===== src/rtl/xt_pkg.sv =====
package xt_pkg;
   typedef enum logic [1:0] {
      FT_GLITCH_POS = 2'd0,
      FT_GLITCH_NEG = 2'd1,
      FT_DELAY_RISE = 2'd2,
      FT_DELAY_FALL = 2'd3
   } fault_e;

   localparam int unsigned NUM_FAULTS = 4;
endpackage


===== src/rtl/xt_pattern.sv =====
module xt_pattern
   import xt_pkg::*;
#(
   parameter int unsigned WIDTH = 8,
   localparam int unsigned VW = $clog2(WIDTH)
) (
   input  logic [VW-1:0]    victim,
   input  fault_e           fault,
   input  logic             second,
   output logic [WIDTH-1:0] vec
);
   logic [WIDTH-1:0] onehot;

   always_comb begin
      onehot = '0;
      onehot[victim] = 1'b1;
   end

   always_comb begin
      unique case (fault)
         FT_GLITCH_POS: vec = second ? ~onehot : '0;
         FT_GLITCH_NEG: vec = second ? onehot : '1;
         FT_DELAY_RISE: vec = second ? onehot : ~onehot;
         default:       vec = second ? ~onehot : onehot;
      endcase
   end
endmodule


===== src/rtl/xt_seq.sv =====
module xt_seq
   import xt_pkg::*;
#(
   parameter int unsigned WIDTH = 8,
   parameter bit          BIDIR = 1'b1,
   localparam int unsigned DIRS  = BIDIR ? 2 : 1,
   localparam int unsigned VW    = $clog2(WIDTH),
   localparam int unsigned TW    = $clog2(NUM_FAULTS * WIDTH * DIRS)
) (
   input  logic          clk,
   input  logic          rst_n,
   input  logic          start,
   input  logic          ready,
   output logic          busy,
   output logic          second,
   output logic          dir,
   output fault_e        fault,
   output logic [VW-1:0] victim,
   output logic [TW-1:0] test_idx,
   output logic          done
);
   logic dir_last;
   logic launch;
   logic step_test;
   logic last_test;

   assign launch    = !busy && start;
   assign last_test = dir_last && (fault == FT_DELAY_FALL)
                    && (victim == VW'(WIDTH - 1));
   assign step_test = busy && ready && second && !last_test;

   generate
      if (BIDIR) begin : g_two_way
         always_ff @(posedge clk) begin
            if (!rst_n || launch) dir <= 1'b0;
            else if (step_test)   dir <= ~dir;
         end
         assign dir_last = dir;
      end else begin : g_one_way
         assign dir      = 1'b0;
         assign dir_last = 1'b1;
      end
   endgenerate

   always_ff @(posedge clk) begin
      if (!rst_n) begin
         busy     <= 1'b0;
         second   <= 1'b0;
         fault    <= FT_GLITCH_POS;
         victim   <= '0;
         test_idx <= '0;
         done     <= 1'b0;
      end else begin
         done <= 1'b0;
         if (launch) begin
            busy     <= 1'b1;
            second   <= 1'b0;
            fault    <= FT_GLITCH_POS;
            victim   <= '0;
            test_idx <= '0;
         end else if (busy && ready) begin
            second <= ~second;
            if (second) begin
               if (last_test) begin
                  busy <= 1'b0;
                  done <= 1'b1;
               end else begin
                  test_idx <= test_idx + 1'b1;
                  if (dir_last) begin
                     if (fault == FT_DELAY_FALL) begin
                        fault  <= FT_GLITCH_POS;
                        victim <= victim + 1'b1;
                     end else begin
                        fault <= fault_e'(fault + 2'd1);
                     end
                  end
               end
            end
         end
      end
   end

   assert_first_then_second_R7: assert property (@(posedge clk) disable iff (!rst_n)
      (busy && ready && !second) |=> (busy && second));
   assert_done_one_cycle_R9: assert property (@(posedge clk) disable iff (!rst_n)
      done |=> !done);
   assert_done_idle_R9: assert property (@(posedge clk) disable iff (!rst_n)
      done |-> !busy);
endmodule


===== src/rtl/crosstalk_pair_gen.sv =====
module crosstalk_pair_gen
   import xt_pkg::*;
#(
   parameter int unsigned WIDTH = 8,
   parameter bit          BIDIR = 1'b1,
   localparam int unsigned DIRS  = BIDIR ? 2 : 1,
   localparam int unsigned VW    = $clog2(WIDTH),
   localparam int unsigned TW    = $clog2(NUM_FAULTS * WIDTH * DIRS)
) (
   input  logic             clk,
   input  logic             rst_n,
   input  logic             start,
   input  logic             ready,
   output logic             valid,
   output logic [WIDTH-1:0] vec,
   output logic             second,
   output logic [TW-1:0]    test_idx,
   output logic [1:0]       fault,
   output logic [VW-1:0]    victim,
   output logic             dir,
   output logic             done
);
   generate
      if (WIDTH < 2) begin : g_bad_width
         $error("crosstalk_pair_gen: WIDTH must be at least 2");
      end
   endgenerate

   fault_e fault_q;

   xt_seq #(.WIDTH(WIDTH), .BIDIR(BIDIR)) u_seq (
      .clk(clk), .rst_n(rst_n), .start(start), .ready(ready),
      .busy(valid), .second(second), .dir(dir), .fault(fault_q),
      .victim(victim), .test_idx(test_idx), .done(done)
   );

   xt_pattern #(.WIDTH(WIDTH)) u_pat (
      .victim(victim), .fault(fault_q), .second(second), .vec(vec)
   );

   assign fault = fault_q;

   assert_stall_hold_R8: assert property (@(posedge clk) disable iff (!rst_n)
      (valid && !ready) |=> (valid && $stable(vec) && $stable(test_idx)
                             && $stable(second) && $stable(dir)));
   assert_busy_start_ignored_R10: assert property (@(posedge clk) disable iff (!rst_n)
      (valid && !ready && start) |=> $stable(victim) && $stable(fault));
   assert_test_step_R7: assert property (@(posedge clk) disable iff (!rst_n)
      (valid && ready && second) |=> (!valid || test_idx == $past(test_idx) + 1'b1));
   assert_second_bits_R3: assert property (@(posedge clk) disable iff (!rst_n)
      (valid && second && fault_q == FT_GLITCH_POS)
         |-> ($countones(vec) == WIDTH - 1 && !vec[victim]));
   assert_second_bits_R4: assert property (@(posedge clk) disable iff (!rst_n)
      (valid && second && fault_q == FT_GLITCH_NEG)
         |-> ($onehot0(vec) && vec[victim]));
endmodule


===== config.mk =====
export PLATFORM = sky130hd
export DESIGN_NAME = crosstalk_pair_gen
export DESIGN_NICKNAME = d
export VERILOG_FILES = /design/src/rtl/xt_pkg.sv /design/src/rtl/xt_pattern.sv /design/src/rtl/xt_seq.sv /design/src/rtl/crosstalk_pair_gen.sv
export SDC_FILE = /design/constraint.sdc
export NUM_CORES = 1
export LEC_CHECK = 0
export CORE_MARGIN = 3
export CORE_UTILIZATION = 51
export DETAILED_ROUTE_END_ITERATION = 6
export DONT_BUFFER_PORTS = 1
export HOLD_SLACK_MARGIN = 0.03
export PLACE_DENSITY = 0.68
export SKIP_CTS_REPAIR_TIMING = 1
export SLEW_MARGIN = 20
export SYNTH_ARGS = -nofsm -noshare
export SYNTH_HDL_FRONTEND = slang
export SYNTH_SLANG_ARGS = --single-unit
export TNS_END_PERCENT = 10

===== constraint.sdc =====
create_clock -name clk -period 2.24 [get_ports clk]
set_clock_uncertainty 0.05 [all_clocks]
set_input_delay 0.448 -clock clk [delete_from_list [all_inputs] [get_ports clk]]
set_output_delay 0.448 -clock clk [all_outputs]
set_load 0.02 [all_outputs]

## Word level (Yosys, flattened, before mapping)

Cells that the tools add are included.

- Register bits: 15

- Reductions and logical operators: 21
- Magnitude comparators: 2
- $add $sub $neg: 3
- Eq/ne operators: 4
- Multiplexer cells: 13
- Bitwise logic cells: 6

Operators with widths:

| operator | count |
|---|---|
| 2-to-1 mux 8 bit | 4 |
| case mux 8 bit (3 select lines) | 1 |
| NOT 8 bit | 1 |
| logical AND 1 bit | 7 |
| adder 6 x 1 -> 6 bit (second input constant) | 1 |
| 2-to-1 mux 1 bit | 6 |
| AND reduction 3 bit | 2 |
| nonzero test 2 bit | 3 |
| NOT 1 bit | 5 |
| AND reduction 5 bit | 1 |
| == test 2 bit (second input constant) | 2 |
| less-than comparator 3 x 4 -> 1 bit (second input constant) | 1 |
| AND reduction 4 bit | 1 |
| OR reduction 4 bit | 1 |
| adder 3 x 1 -> 3 bit (second input constant) | 1 |
| demux 1 bit (select 3 bit) | 1 |
| == test 3 bit (second input constant) | 1 |
| greater-or-equal comparator 3 x 1 -> 1 bit (second input constant) | 1 |
| zero test 1 bit | 3 |
| adder 2 x 1 -> 2 bit (second input constant) | 1 |
| == test 2 x 1 -> 1 bit (second input constant) | 1 |
| zero test 2 bit | 1 |
| 2-to-1 mux 2 bit | 1 |
| OR reduction 2 bit | 1 |
| logical OR 1 bit | 1 |

## Depth between registers and ports, before layout

- Word-level depth: 7
- Gate-level depth with buffers: 7
- Mapped depth without buffers: 6

## By module

From an unflattened synthesis, not the netlist that was laid out.

- Cells, all modules: 132
- Area, all modules: 1,266.2 µm²

Modules (own cells, without submodules):

| module | area an instance (µm²) | instances | cells each |
|---|---|---|---|
| xt_seq | 714.4 | 1 | 80 |
| xt_pattern | 551.8 | 1 | 52 |

## Worst setup path after synthesis

No wires, ideal clock.

- Path kind: register -> output
- From: reg u_seq.victim[0]
- To: out vec[1]
- Stages on the path, launching flop included: 6
- Path slack: -198 ps
- Arrival time: 1,940 ps
- Cells stage by stage: dfxtp_1 -> clkbuf_1 -> or3b_2 -> ha_1 -> a222oi_1 -> mux2i_1

- Word-level cells in the longest chain between the ends: 7
- Elaborated cells between the ends (all ways): 11

RTL lines:

| item | RTL line | text |
|---|---|---|
| from (decl) | xt_seq.sv:18 | `output logic [VW-1:0] victim,` |
| from (signal assigned) | xt_seq.sv:72 | `victim <= victim + 1'b1;` |
| less-than comparator 3 x 4 -> 1 bit (implied by the code) / greater-or-equal comparator 3 x 1 -> 1 bit (equally long branches) | xt_pattern.sv:16 | `onehot[victim] = 1'b1;` |
| logical AND 1 bit (implied by the code) | xt_pattern.sv:16 |  |
| 2-to-1 mux 1 bit (implied by the code) | xt_pattern.sv:16 |  |
| demux 1 bit (select 3 bit) * | n/a |  |
| NOT 8 bit | xt_pattern.sv:21, xt_pattern.sv:23, xt_pattern.sv:24 |  |
| 2-to-1 mux 8 bit, on equally long branches | xt_pattern.sv:24, xt_pattern.sv:21, xt_pattern.sv:23 |  |
| case mux 8 bit (3 select lines) * | xt_pattern.sv:20 | `unique case (fault)` |
| to (decl) | crosstalk_pair_gen.sv:15 | `output logic [WIDTH-1:0] vec,` |

Mark *: on every way between the ends. The rest lies on a longest branch, timed or not.

## Worst setup path in the final report

- From: reg u_seq.victim[2]
- To: out vec[0]

The elaborated chain is that of the path after synthesis.

==> results_dict.tcl <==
set metrics [dict create \
    htreeDepth 1 \
    crit_path_end_kind "primary output" \
    finalCritPeriodShare 1.11 \
    grt_usage 0.182 \
    hp-class "in2reg" \
    die_x_um 55.5 \
    slowest_delay_ns 0.43 \
    clk_path_buf_depth 2 \
    path_clk_slew_ns 0.09 \
    synthesis.area_um2 1250 \
    cts.sinks 15 \
    violations "setup timing" \
    critPathKind "reg2out" \
    ys_async_sr_fraction 0 \
    rsz0062_at_grt "true" \
    final-hold-violation-count 0 \
    place_ws_ns 0.0503 \
    die_y_um 55.5 \
    ys_warn_count 0 \
    detail_route.wl_per_cell_um 15.7 \
    worstSetupStartpointType "register" \
    drcViolationCount 0 \
    period_needed_ns 2.48 \
    synth_nets 167 \
    syn-instance-count 139 \
    root_buffer "clkbuf_4" \
    crit_arrival_ns 1.98 \
    diodes 0 \
    yosysMostFrequentCell "ha_1" \
    vias 1086 \
    via_per_inst 6.17 \
    drtIter0Drc 35 \
    cts_tree "built" \
    gp_congestion 0.721 \
    ys_ff_latch 15 \
    power.density_nw_per_um2 340 \
    insertion_delay_ns 0.29 \
    grt_remaining_overflow 0 \
    outcome "finished, violations left" \
    finalSetupViolCount 8 \
    fillers 205 \
    rows 17 \
    core_area_um2 2280 \
    ys_types 30 \
    synth.top_cell.area_share 0.241 \
    final_nets 177 \
    grt_pass1_wl_um 4590 \
    slew_violations 0 \
    required_ns 1.74 \
    cap_viol_max_count 0 \
    worst-path-max-fanout 7 \
    area_delta_synth_final_pct 15.6 \
    syn_avg_cell_area_um2 8.97 \
    hold_ws_ns 0.240 \
    drt_wl_total_um 2760 \
    vdd_drop_max_v 0.000257 \
    grt_max_degree 22 \
    start_util 0.548 \
    drive_gt1_frac 0.203 \
    numCtsBuffers 3 \
    tightest_slew_ns 0.508 \
    synth_area_leaders "dfxtp_1 24%, ha_1 24%, mux2i_1 7.2%" \
    dieArea_um2 3080 \
    ant_nets 0 \
    yosysTopAreaCell "dfxtp_1" \
    p_leak_nw 0.568 \
    ios 27 \
    path_cells "or3_1 -> ha_4 -> a222oi_1 -> mux2i_1 -> buf_4" \
    synthTopCellsByCount "24 x ha_1, 15 x dfxtp_1, 11 x inv_1" \
    port-buffer-count 0 \
    synth-edff-count 0 \
    drtPass1Iterations 4 \
    max_freq_mhz 403 \
    hpwl_um 1960 \
    crit_buf_inv 1 \
    slew_headroom 0.652 \
    crit_family "simple AND/OR/NAND/NOR gates" \
    antenna_found_initial 0 \
    synthFlopType "dfxtp_1" \
    worst_slack_ns -0.240 \
    seq_area_frac_synth 0.241 \
    slowest_stage "or3_1" \
    grt_pass1_vias 1047 \
]
## cells in the final DEF, fill, tap and decap left out, drive strengths merged, types with 2 or more instances in the layout
cell type	instances
inv	11
nand3	10
clkbuf	3
mux2i	9
or4	3
nor2	4
buf	11
nand4	2
and3	2
dfxtp	15
o31ai	3
a222oi	8
ha	24
and4	2
o21ai	7
nand3b	4
or3b	2
or3	4
nand2	5
a21oi	10
## cells by family (layout without fill, tap and decap cells)
kind of cell    after synthesis  in the layout  synth area share
compound gates               30             30             0.171
fa+ha+maj                    24             24             0.241
xor+xnor                      1              1           0.00702
flops                        15             15             0.241
mux                           9              9            0.0722
simple gates                 42             42             0.209
buf+inv                      18             27            0.0602
## metrics by stage
step / total power [mW] / cells / area, µm² / util / TNS [ns]
after global placement: 0.334 / 169 / 1350 / 0.593 / 0
after CTS: 0.498 / 173 / 1380 / 0.605 / -1.14
after floorplan: 0.324 / 139 / 1280 / - / -0.0394
after global routing: 0.516 / 176 / 1440 / 0.634 / -1.62
final: 0.491 / 176 / 1440 / 0.634 / -0.814
after detailed placement: 0.337 / 169 / 1350 / 0.593 / 0
## final cells by class
type                    count  area (µm²)  area share
clock buffers               3        22.5      0.0156
inverters                  11        41.3      0.0286
repair buffers             12         108      0.0746
multi-input cells         106         922       0.639
well taps                  28        35.0      0.0243
flip-flops and latches     15         309       0.214
clock inverters             1        5.00     0.00347
## flip-flops by register name, indices dropped and copies added (netlist names)
signal,flops
u_seq.test_idx,6
u_seq.victim,3
u_seq.fault,2
u_seq.busy,1
u_seq.second,1
u_seq.dir,1
u_seq.done,1
## path summary, 6_finish.rpt
kind | from | endpoint | slack (ns) | cells past startpoint
worst max-delay path | u_seq.victim[2] | vec[0] | -0.24 | 5
worst min-delay path | start | u_seq.busy | 0.24 | 1
worst max register to register | u_seq.victim[0] | u_seq.test_idx[3] | 0.26 | 6
worst min register to register | u_seq.victim[2] | u_seq.victim[2] | 0.52 | 2
## metal layers
layer,vias to the layer above,track usage,part of all wire,routed length (µm)
met5,-,0,0,0
met4,0,0.0833,0.033,90
met3,9,0.0304,0.061,169
met2,31,0.328,0.48,1330
met1,510,0.206,0.42,1170
li1,536,-,-,-
## where the power goes
group	switching, mW	internal [mW]
sequential	0.00566	0.266
combinational	0.0370	0.0232
clock	0.0921	0.0665
Power figures use the tool's default switching activity.
